--- config.mk ---
export PLATFORM = sky130hd
export DESIGN_NAME = ebtb_line_buffer
export DESIGN_NICKNAME = d
export VERILOG_FILES = /design/src/rtl/ebtb_line_buffer.sv
export SDC_FILE = /design/constraint.sdc
export NUM_CORES = 2
export LEC_CHECK = 0
export BUFFER_PORTS_ARGS = -buffer_cell sky130_fd_sc_hd__buf_2
export CORE_UTILIZATION = 45
export CTS_BUF_LIST = sky130_fd_sc_hd__clkbuf_4 sky130_fd_sc_hd__clkbuf_8 sky130_fd_sc_hd__clkbuf_16
export DETAILED_ROUTE_END_ITERATION = 16
export HOLD_SLACK_MARGIN = 0.02
export MAX_ROUTING_LAYER = met4
export PLACE_DENSITY = 0.63
export SLEW_MARGIN = 10
export SYNTH_ARGS = -nofsm -noshare
export SYNTH_HDL_FRONTEND = slang
export SYNTH_SLANG_ARGS = --single-unit
export TNS_END_PERCENT = 5
--- constraint.sdc ---
create_clock -name clk -period 9.5 [get_ports clk]
set_input_delay 0 -clock clk [delete_from_list [all_inputs] [get_ports clk]]
set_output_delay 0 -clock clk [all_outputs]
set_load 0.02 [all_outputs]
--- src/rtl/ebtb_line_buffer.sv ---
module ebtb_line_buffer #(
  parameter int AW    = 24,
  parameter int IW    = 32,
  parameter int WORDS = 4,
  parameter int NTGT  = 8,
  parameter int NSTK  = 4,
  parameter int TW    = 2
) (
  input  logic                         clk,
  input  logic                         rst_n,
  input  logic                         pf_valid,
  input  logic                         pf_stack,
  input  logic [$clog2(NTGT)-1:0]      pf_id,
  input  logic [AW-1:0]                pf_addr,
  input  logic                         sw_valid,
  input  logic                         sw_stack,
  input  logic [$clog2(NTGT)-1:0]      sw_id,
  input  logic                         jmp_valid,
  input  logic [AW-1:0]                jmp_addr,
  input  logic                         consume,
  output logic                         req_valid,
  input  logic                         req_ready,
  output logic [$clog2(2+NTGT+NSTK)-1:0] req_line,
  output logic [TW-1:0]                req_tag,
  output logic [AW-1:0]                req_addr,
  input  logic                         rsp_valid,
  input  logic [$clog2(2+NTGT+NSTK)-1:0] rsp_line,
  input  logic [TW-1:0]                rsp_tag,
  input  logic [WORDS*IW-1:0]          rsp_data,
  output logic [AW-1:0]                cur_addr,
  output logic [WORDS*IW-1:0]          cur_data,
  output logic                         stall
);
  localparam int NL   = 2 + NTGT + NSTK;
  localparam int LW   = $clog2(NL);
  localparam int IDW  = $clog2(NTGT);
  localparam int SIDW = $clog2(NSTK);
  localparam int DW   = WORDS * IW;
  localparam logic [AW-1:0] STEP = AW'(WORDS * IW / 8);

  logic [NL-1:0] lv, lneed, lwait;
  logic [AW-1:0] laddr [NL];
  logic [DW-1:0] ldata [NL];
  logic [TW-1:0] ltag  [NL];
  logic          act, sw_pend;
  logic [LW-1:0] sw_line;

  function automatic logic [LW-1:0] line_of(input logic stk, input logic [IDW-1:0] id);
    if (stk) return LW'(2 + NTGT) + LW'(id[SIDW-1:0]);
    return LW'(2) + LW'(id);
  endfunction

  logic [LW-1:0] la, lb, sw_sel, pick;
  logic          sw_now, do_copy, do_cons, grant, rsp_hit;
  logic [NL-1:0] ld_en;
  logic [AW-1:0] ld_addr [NL];

  assign la      = LW'(act);
  assign lb      = LW'(!act);
  assign sw_now  = sw_valid | sw_pend;
  assign sw_sel  = sw_valid ? line_of(sw_stack, sw_id) : sw_line;
  assign do_copy = !jmp_valid && sw_now && lv[sw_sel];
  assign do_cons = !jmp_valid && !sw_now && consume && lv[la];
  assign rsp_hit = rsp_valid && lwait[rsp_line] && (rsp_tag == ltag[rsp_line]);

  always_comb begin
    ld_en = '0;
    for (int i = 0; i < NL; i++) ld_addr[i] = '0;
    if (pf_valid) begin
      ld_en[line_of(pf_stack, pf_id)]   = 1'b1;
      ld_addr[line_of(pf_stack, pf_id)] = pf_addr;
    end
    if (jmp_valid) begin
      ld_en[la] = 1'b1;  ld_addr[la] = jmp_addr;
      ld_en[lb] = 1'b1;  ld_addr[lb] = jmp_addr + STEP;
    end else if (do_copy) begin
      ld_en[lb] = 1'b1;  ld_addr[lb] = laddr[sw_sel] + STEP;
    end else if (do_cons) begin
      ld_en[la] = 1'b1;  ld_addr[la] = laddr[lb] + STEP;
    end
  end

  always_comb begin
    logic [LW-1:0] li;
    pick      = '0;
    req_valid = 1'b0;
    for (int k = NL - 1; k >= 0; k--) begin
      li = (k == 0) ? la : (k == 1) ? lb : LW'(k);
      if (lneed[li]) begin
        req_valid = 1'b1;
        pick      = li;
      end
    end
  end

  assign grant    = req_valid && req_ready;
  assign req_line = pick;
  assign req_tag  = ltag[pick];
  assign req_addr = laddr[pick];

  always_ff @(posedge clk or negedge rst_n) begin
    if (!rst_n) begin
      lv      <= '0;
      lneed   <= '0;
      lwait   <= '0;
      act     <= 1'b0;
      sw_pend <= 1'b0;
      sw_line <= '0;
      for (int i = 0; i < NL; i++) begin
        laddr[i] <= '0;
        ldata[i] <= '0;
        ltag[i]  <= '0;
      end
    end else begin
      if (grant) begin
        lneed[pick] <= 1'b0;
        lwait[pick] <= 1'b1;
      end
      if (rsp_hit) begin
        ldata[rsp_line] <= rsp_data;
        lv[rsp_line]    <= 1'b1;
        lwait[rsp_line] <= 1'b0;
      end
      for (int i = 0; i < NL; i++) begin
        if (ld_en[i]) begin
          laddr[i] <= ld_addr[i];
          lv[i]    <= 1'b0;
          lneed[i] <= 1'b1;
          lwait[i] <= 1'b0;
          ltag[i]  <= ltag[i] + TW'(1);
        end
      end
      if (jmp_valid) begin
        sw_pend <= 1'b0;
      end else if (do_copy) begin
        laddr[la] <= laddr[sw_sel];
        ldata[la] <= ldata[sw_sel];
        lv[la]    <= 1'b1;
        lneed[la] <= 1'b0;
        lwait[la] <= 1'b0;
        ltag[la]  <= ltag[la] + TW'(1);
        sw_pend   <= 1'b0;
      end else if (sw_valid) begin
        sw_pend <= 1'b1;
        sw_line <= sw_sel;
      end else if (do_cons) begin
        act <= !act;
      end
    end
  end

  assign cur_addr = laddr[la];
  assign cur_data = ldata[la];
  assign stall    = !lv[la] || sw_pend;

  p_reset_quiet_r1: assert property (@(posedge clk) !rst_n |=> (stall && !req_valid));

  p_jump_stalls_r2: assert property (@(posedge clk) disable iff (!rst_n)
    jmp_valid |=> (stall && cur_addr == $past(jmp_addr)));

  p_consume_seq_r3: assert property (@(posedge clk) disable iff (!rst_n)
    (consume && !stall && !jmp_valid && !sw_valid) |=> (cur_addr == $past(cur_addr) + STEP));

  p_switch_copy_r4: assert property (@(posedge clk) disable iff (!rst_n)
    (sw_valid && !jmp_valid && lv[sw_sel]) |=> (!stall && cur_addr == $past(laddr[sw_sel])));

  p_switch_miss_r5: assert property (@(posedge clk) disable iff (!rst_n)
    (sw_valid && !jmp_valid && !lv[sw_sel]) |=> stall);

  p_consume_ignored_r9: assert property (@(posedge clk) disable iff (!rst_n)
    (consume && stall && !sw_pend && !jmp_valid && !sw_valid) |=> $stable(cur_addr));

  p_req_held_r7: assert property (@(posedge clk) disable iff (!rst_n)
    (req_valid && !req_ready && !pf_valid && !jmp_valid && !sw_valid && !consume && !sw_pend)
      |=> (req_valid && $stable(req_addr)));
endmodule

# After elaboration in Yosys (flattened, before gate mapping)

Cells that the tools add are included.

Reductions and logical operators: 25
Bitwise logic cells: 24
Magnitude comparators: 21
Multiplexer cells: 202
Add/sub/neg operators: 22
Equality and inequality tests: 1

Operator list:

| cell                                                            | number |
|---|---|
| 1792-bit two-way mux                                            | 3 |
| 1792-bit bitwise mux                                            | 2 |
| 336-bit two-way mux                                             | 6 |
| 336-bit bitwise mux                                             | 5 |
| 128-bit binary-select mux with 4-bit select                     | 2 |
| 128-bit demux with 4-bit select                                 | 2 |
| 128-bit two-way mux                                             | 6 |
| 24-bit two-way mux                                              | 25 |
| 24-bit binary-select mux with 4-bit select                      | 4 |
| 336-bit AND                                                     | 1 |
| 24-bit demux with 4-bit select                                  | 3 |
| 14-bit two-way mux                                              | 14 |
| 4-bit two-way mux                                               | 20 |
| 1-bit two-way mux                                               | 75 |
| 24-bit by 5-bit adder with 24-bit output, second input constant | 3 |
| 14-bit AND                                                      | 4 |
| 28-bit two-way mux                                              | 2 |
| 14-bit by 2-bit OR with 14-bit output                           | 4 |
| 2-bit two-way mux                                               | 21 |
| 2-bit by 1-bit adder with 2-bit output, second input constant   | 15 |
| 5-bit >= comparator, second input constant                      | 6 |
| 28-bit bitwise mux                                              | 1 |
| 14-bit NOT                                                      | 2 |
| 14-bit OR                                                       | 2 |
| other kinds (24)                                                | 67 |

Word-level logic and storage cells: 343
Input port bits: 198
Output and inout bits: 184
Bits in registers: 2204

# Depth between registers and ports, before layout

Depth in word-level cells: 26
Mapped depth: 19
Mapped depth without buffers: 12

# Worst setup path after synthesis

OpenSTA, ideal clock, no wires.

Kind: flip-flop to flip-flop
Start: reg act
End: reg laddr[334] (netlist bit)
Arrival: 4.489 ns
Required time: 9.380 ns
Path buffers: 7
Cell stages (with the launch flop): 20
Slack: 4.890 ns
Path through: dfrtp_1 clkbuf_1 clkbuf_1 buf_2 buf_1 clkbuf_1 clkbuf_1 clkbuf_1 mux2_2 ha_1 inv_1 a221oi_1 nand3_1 or2_2 nor3_1 xnor2_1 a221o_1 a21oi_1 o21bai_1 o211a_1

Cells in the longest elaborated chain, start to end: 14
Elaborated cells on any way between the ends: 47

Ends and longest elaborated chain:

| what                                                  | line       | RTL |
|---|---|---|
| start, declared                                       | 45         | `logic act, sw_pend;` |
| start signal, assigned                                | 147        | `act <= !act;` |
| 1-bit logical NOT                                     | 59         | `assign lb = LW'(!act);` |
| 1-bit NOT with 5-bit output (not written as such)     | 75, 77, 79 |  |
| 24-bit binary-select mux with 4-bit select            | 79         | `ld_en[la] = 1'b1; ld_addr[la] = laddr[lb] + STEP;` |
| 24-bit two-way mux (not written as such) (2 in a row) | 79         |  |
| 24-bit by 5-bit adder with 24-bit output              | 79         |  |
| 336-bit bitwise mux                                   | 79         |  |
| 336-bit two-way mux                                   | 78         | `end else if (do_cons) begin` |
| 336-bit two-way mux                                   | 76         | `end else if (do_copy) begin` |
| 336-bit two-way mux                                   | 73         | `if (jmp_valid) begin` |
| 24-bit two-way mux                                    | 125        | `if (ld_en[i]) begin` |
| 336-bit bitwise mux                                   | 136        | `laddr[la] <= laddr[sw_sel];` |
| 336-bit two-way mux                                   | 135        | `end else if (do_copy) begin` |
| 336-bit two-way mux (*)                               | 133        | `if (jmp_valid) begin` |
| end signal, assigned by index                         | 126        | `laddr[i] <= ld_addr[i];` |
| end signal, assigned by index                         | 136        |  |
| end, declared                                         | 42         | `logic [AW-1:0] laddr [NL];` |

Mark *: on every way between the ends. The rest lies on a longest branch, timed or not. The select of a mux whose other input is x is not followed.
A chain may end at the register's enable or synchronous reset.

# Worst setup path in the final report

Start: reg act
End: out req_addr[14]

Cells in the longest elaborated chain, start to end: 8
Elaborated cells on any way between the ends: 11

Ends and longest elaborated chain:

| what                                                      | line | RTL |
|---|---|---|
| 1-bit two-way mux (not written as such) (2 in a row)      | 89   | `if (lneed[li]) begin` |
| 4-bit two-way mux                                         | 89   |  |
| 4-bit two-way mux (*)                                     | 89   |  |
| 4-bit NOT with 5-bit output (not written as such) (*)     | 99   | `assign req_addr = laddr[pick];` |
| 24-bit binary-select mux with 4-bit select (*)            | 99   |  |
| 24-bit two-way mux (not written as such) (*) (2 in a row) | 99   |  |
| end, declared                                             | 25   | `output logic [AW-1:0] req_addr,` |

Marks and branches as above.

==> results.sh <==
export IMPL_status="complete, no violations"
export IMPL_syn_area_per_cell_sq_um=10.9
export IMPL_setup_violations=0
export IMPL_cts_hold_buf=256
export IMPL_hpwl_mm=200
export IMPL_worst_path_buf_inv=5
export IMPL_final_core_util_pct=51.3
export IMPL_worstSetupPathType="register to primary output"
export IMPL_power_density_nw_per_um2=239
export IMPL_cp_data_arrival_time_ns=5.82
export IMPL_fin_skew_ns=0.0940
export IMPL_hp_class="input port to register"
export IMPL_clock_latency_ns=0.91
export IMPL_crit_path_frequent_cell="buf_4"
export IMPL_placement_io_buffers=381
export IMPL_wirelength_mm=360
export IMPL_rsz0062_at_grt="no"
export IMPL_yosysSeqAreaShare_pct=49.4
export IMPL_routed_via_density=6.12
export IMPL_synthFlopType="dfrtp_1"
export IMPL_ys_types=85
export IMPL_rr_worst_depth=14
export IMPL_p_int_mw=19.8
export IMPL_setup_slack_ns=3.68
export IMPL_cts_sinks=2204
export IMPL_hold_slack_ns=0.0707
export IMPL_hold_violations=0
export IMPL_slew_headroom_pct=6.87
export IMPL_cts_resized=0
export IMPL_path_cells="inv_1 -> a21boi_1 -> nor2_4 -> buf_4 -> inv_6 -> buf_4 -> mux4_2 -> o2bb2ai_1 -> or3_1 -> buf_2"
export IMPL_synthArstFlopShare_pct=100
export IMPL_grt_overflow=0
export IMPL_cts_tree="yes"
export IMPL_crit_slowest_cell="a21boi_1"
export IMPL_h_tree_depth=4
export IMPL_die_h_microns=500
export IMPL_syn_area_sq_um=112000
export IMPL_required_ns=9.50
export IMPL_post_place_ws_ns=4.27
export IMPL_grt_pass1_wl_mm=547
export IMPL_drtPass1Iterations=6
export IMPL_cp_top_family="buffers and inverters"
export IMPL_cts_buffers=234
export IMPL_power_switching_mw=10.5
export IMPL_grt_max_degree=199
export IMPL_crit_path_end_kind="primary output"
export IMPL_synth_edf_count=0
export IMPL_maxCapViolCount=0
export IMPL_syn_inst=10300
export IMPL_ys_warn_count=0
export IMPL_clk_pin_slew_ns=0.06
export IMPL_drtIter0Drc=7906
export IMPL_finalCritPeriodShare_pct=61.3
export IMPL_power_frac_clock_pct=32.4
export IMPL_coreArea_sq_um=246000
export IMPL_die_x_microns=500
export IMPL_leakage_nw=59.0
export IMPL_cts_root_buf="clkbuf_16"
export IMPL_p_seq_share_pct=39.0
export IMPL_comb_power_share_pct=28.6
export IMPL_nets=10600
export IMPL_initial_core_util_pct=45.3
export IMPL_dieArea_sq_um=250000
export IMPL_syn_nets=10500
export IMPL_grt_pass1_vias=85800
export IMPL_cts_setup_buffers=0
export IMPL_ant_nets=0
export IMPL_synth_seq_cells=2204
export IMPL_cpPeakStageDelay_ns=1.06
export IMPL_cts_buffer_depth=3
export IMPL_placementRows=182
export IMPL_io_pins=382
export IMPL_antenna_found_initial=42
export IMPL_drc=0
export IMPL_cp_num_cells=10
export IMPL_slew_viol_final=0
export IMPL_swShare_pct=34.6
export IMPL_ir_drop_mv=0.184
export IMPL_critPathMaxFanout=74
export IMPL_final_cell_mix="dfrtp_1, nand2_1, mux2_2"
export IMPL_final_common_cell="dfrtp_1"
export IMPL_grt_total_usage_pct=29.4
export IMPL_total_power_mw=30.2
export IMPL_syn2layout_area_growth_pct=13.3
export IMPL_worstMarginPinSlew_ns=1.39
export IMPL_fmax_mhz=172
export IMPL_via_count=84900
export IMPL_wl_per_cell_microns=25.9
export IMPL_gp_congestion=0.921
export IMPL_setup_worst_path_start_class="register"
export IMPL_drive_gt1_share_pct=29.5
export IMPL_fin_crit_ns=5.82
export IMPL_finalSetupTns_ns=0
export IMPL_hold_depth=3
-- power groups by stage --
| stage | logic, mW | registers, mW | clock network (mW) |
|---|---|---|---|
| 5_1_grt | 9.21 | 11.9 | 10.3 |
| 6_report | 8.64 | 11.8 | 9.80 |
| 2_1_floorplan | 5.69 | 11.5 | 0 |
| 3_3_place_gp | 8.30 | 11.8 | 0 |
| 4_1_cts | 8.58 | 11.7 | 9.96 |
| 3_5_place_dp | 8.43 | 11.9 | 0 |
-- metrics by stage --
step	cells	area [sq um]
CTS	13900	126000
floorplan	10300	112000
finish	13900	126000
detailed placement	13200	115000
global route	13900	126000
global placement	13200	115000
-- per-layer routing --
layer / GRT usage (%) / vias to the layer above / wire length (microns)
met1: 39.0 / 43600 / 152000
met5: - / - / 0
met2: 44.7 / 3705 / 164000
met4: 12.3 / 0 / 16300
li1: - / 36700 / -
met3: 4.94 / 908 / 27600
-- worst min-delay path: cells and delay by family --
family,cells,cell delay (ns)
buffers and inverters,2,0.76
muxes,1,0.16
-- worst paths after layout --
path                       slack [ns]                     to                   start
hold / removal                   0.07               register            rsp_data[53]
setup reg to reg                 3.95   laddr[322]$_DFF_PN0_  sw_line[1]$_DFFE_PN0P_
hold reg to reg                  0.49               register                register
max in group asynchronous        7.16  ldata[1741]$_DFF_PN0_                   rst_n
setup / recovery                 3.68           req_addr[14]         act$_DFFE_PN0P_
min in group asynchronous        0.33              async pin                   rst_n
-- synthesized netlist by cell type (10+ instances only) --
cell | instances | area (sq um)
mux2i_1 | 98 | 981
inv_1 | 27 | 101
mux2_4 | 98 | 1470
a211oi_1 | 37 | 278
a221oi_1 | 15 | 131
or3_1 | 23 | 144
buf_2 | 247 | 1240
xor2_1 | 29 | 254
o31a_1 | 11 | 96.3
or4_1 | 16 | 120
dfrtp_1 | 2204 | 55200
mux4_2 | 180 | 4050
o22ai_1 | 66 | 413
buf_4 | 10 | 75.1
clkbuf_1 | 598 | 2240
a31o_2 | 11 | 96.3
buf_1 | 81 | 304
nand4_1 | 20 | 125
o2bb2ai_1 | 21 | 184
a21oi_1 | 470 | 2350
nand3_1 | 344 | 1720
nor3_1 | 26 | 130
a31oi_1 | 297 | 1860
nand2_1 | 1885 | 7080
mux2_2 | 1809 | 20400
buf_6 | 14 | 158
o21a_1 | 134 | 1010
xnor2_1 | 66 | 578
nor2_1 | 478 | 1790
and3_1 | 174 | 1090
nor2b_1 | 20 | 125
o211ai_1 | 13 | 97.6
a311oi_1 | 134 | 1170
o21ai_0 | 312 | 1560
o221ai_1 | 11 | 96.3
mux2_1 | 127 | 1430
a22oi_1 | 15 | 113
-- area by class of cell --
cell class	instances	area, sq um
Antenna cell	35	87.6
Clock buffer	342	7070
Clock inverter	85	1290
Fill cell	21400	120000
Inverter	28	110
Multi-Input combinational cell	7100	52500
Sequential cell	2204	55200
Tap cell	3312	4140
Timing Repair Buffer	783	6010
-- logic make-up after synthesis --
logic type	after synthesis	synth area share (%)
xor+xnor	95	0.746
simple gates	3038	11.4
mux	2313	25.4
compound gates	1649	9.30
buf+inv	978	3.69
flops	2204	49.4
fa+ha+maj	5	0.0561
Note: power is estimated with default switching activity, not from simulation.
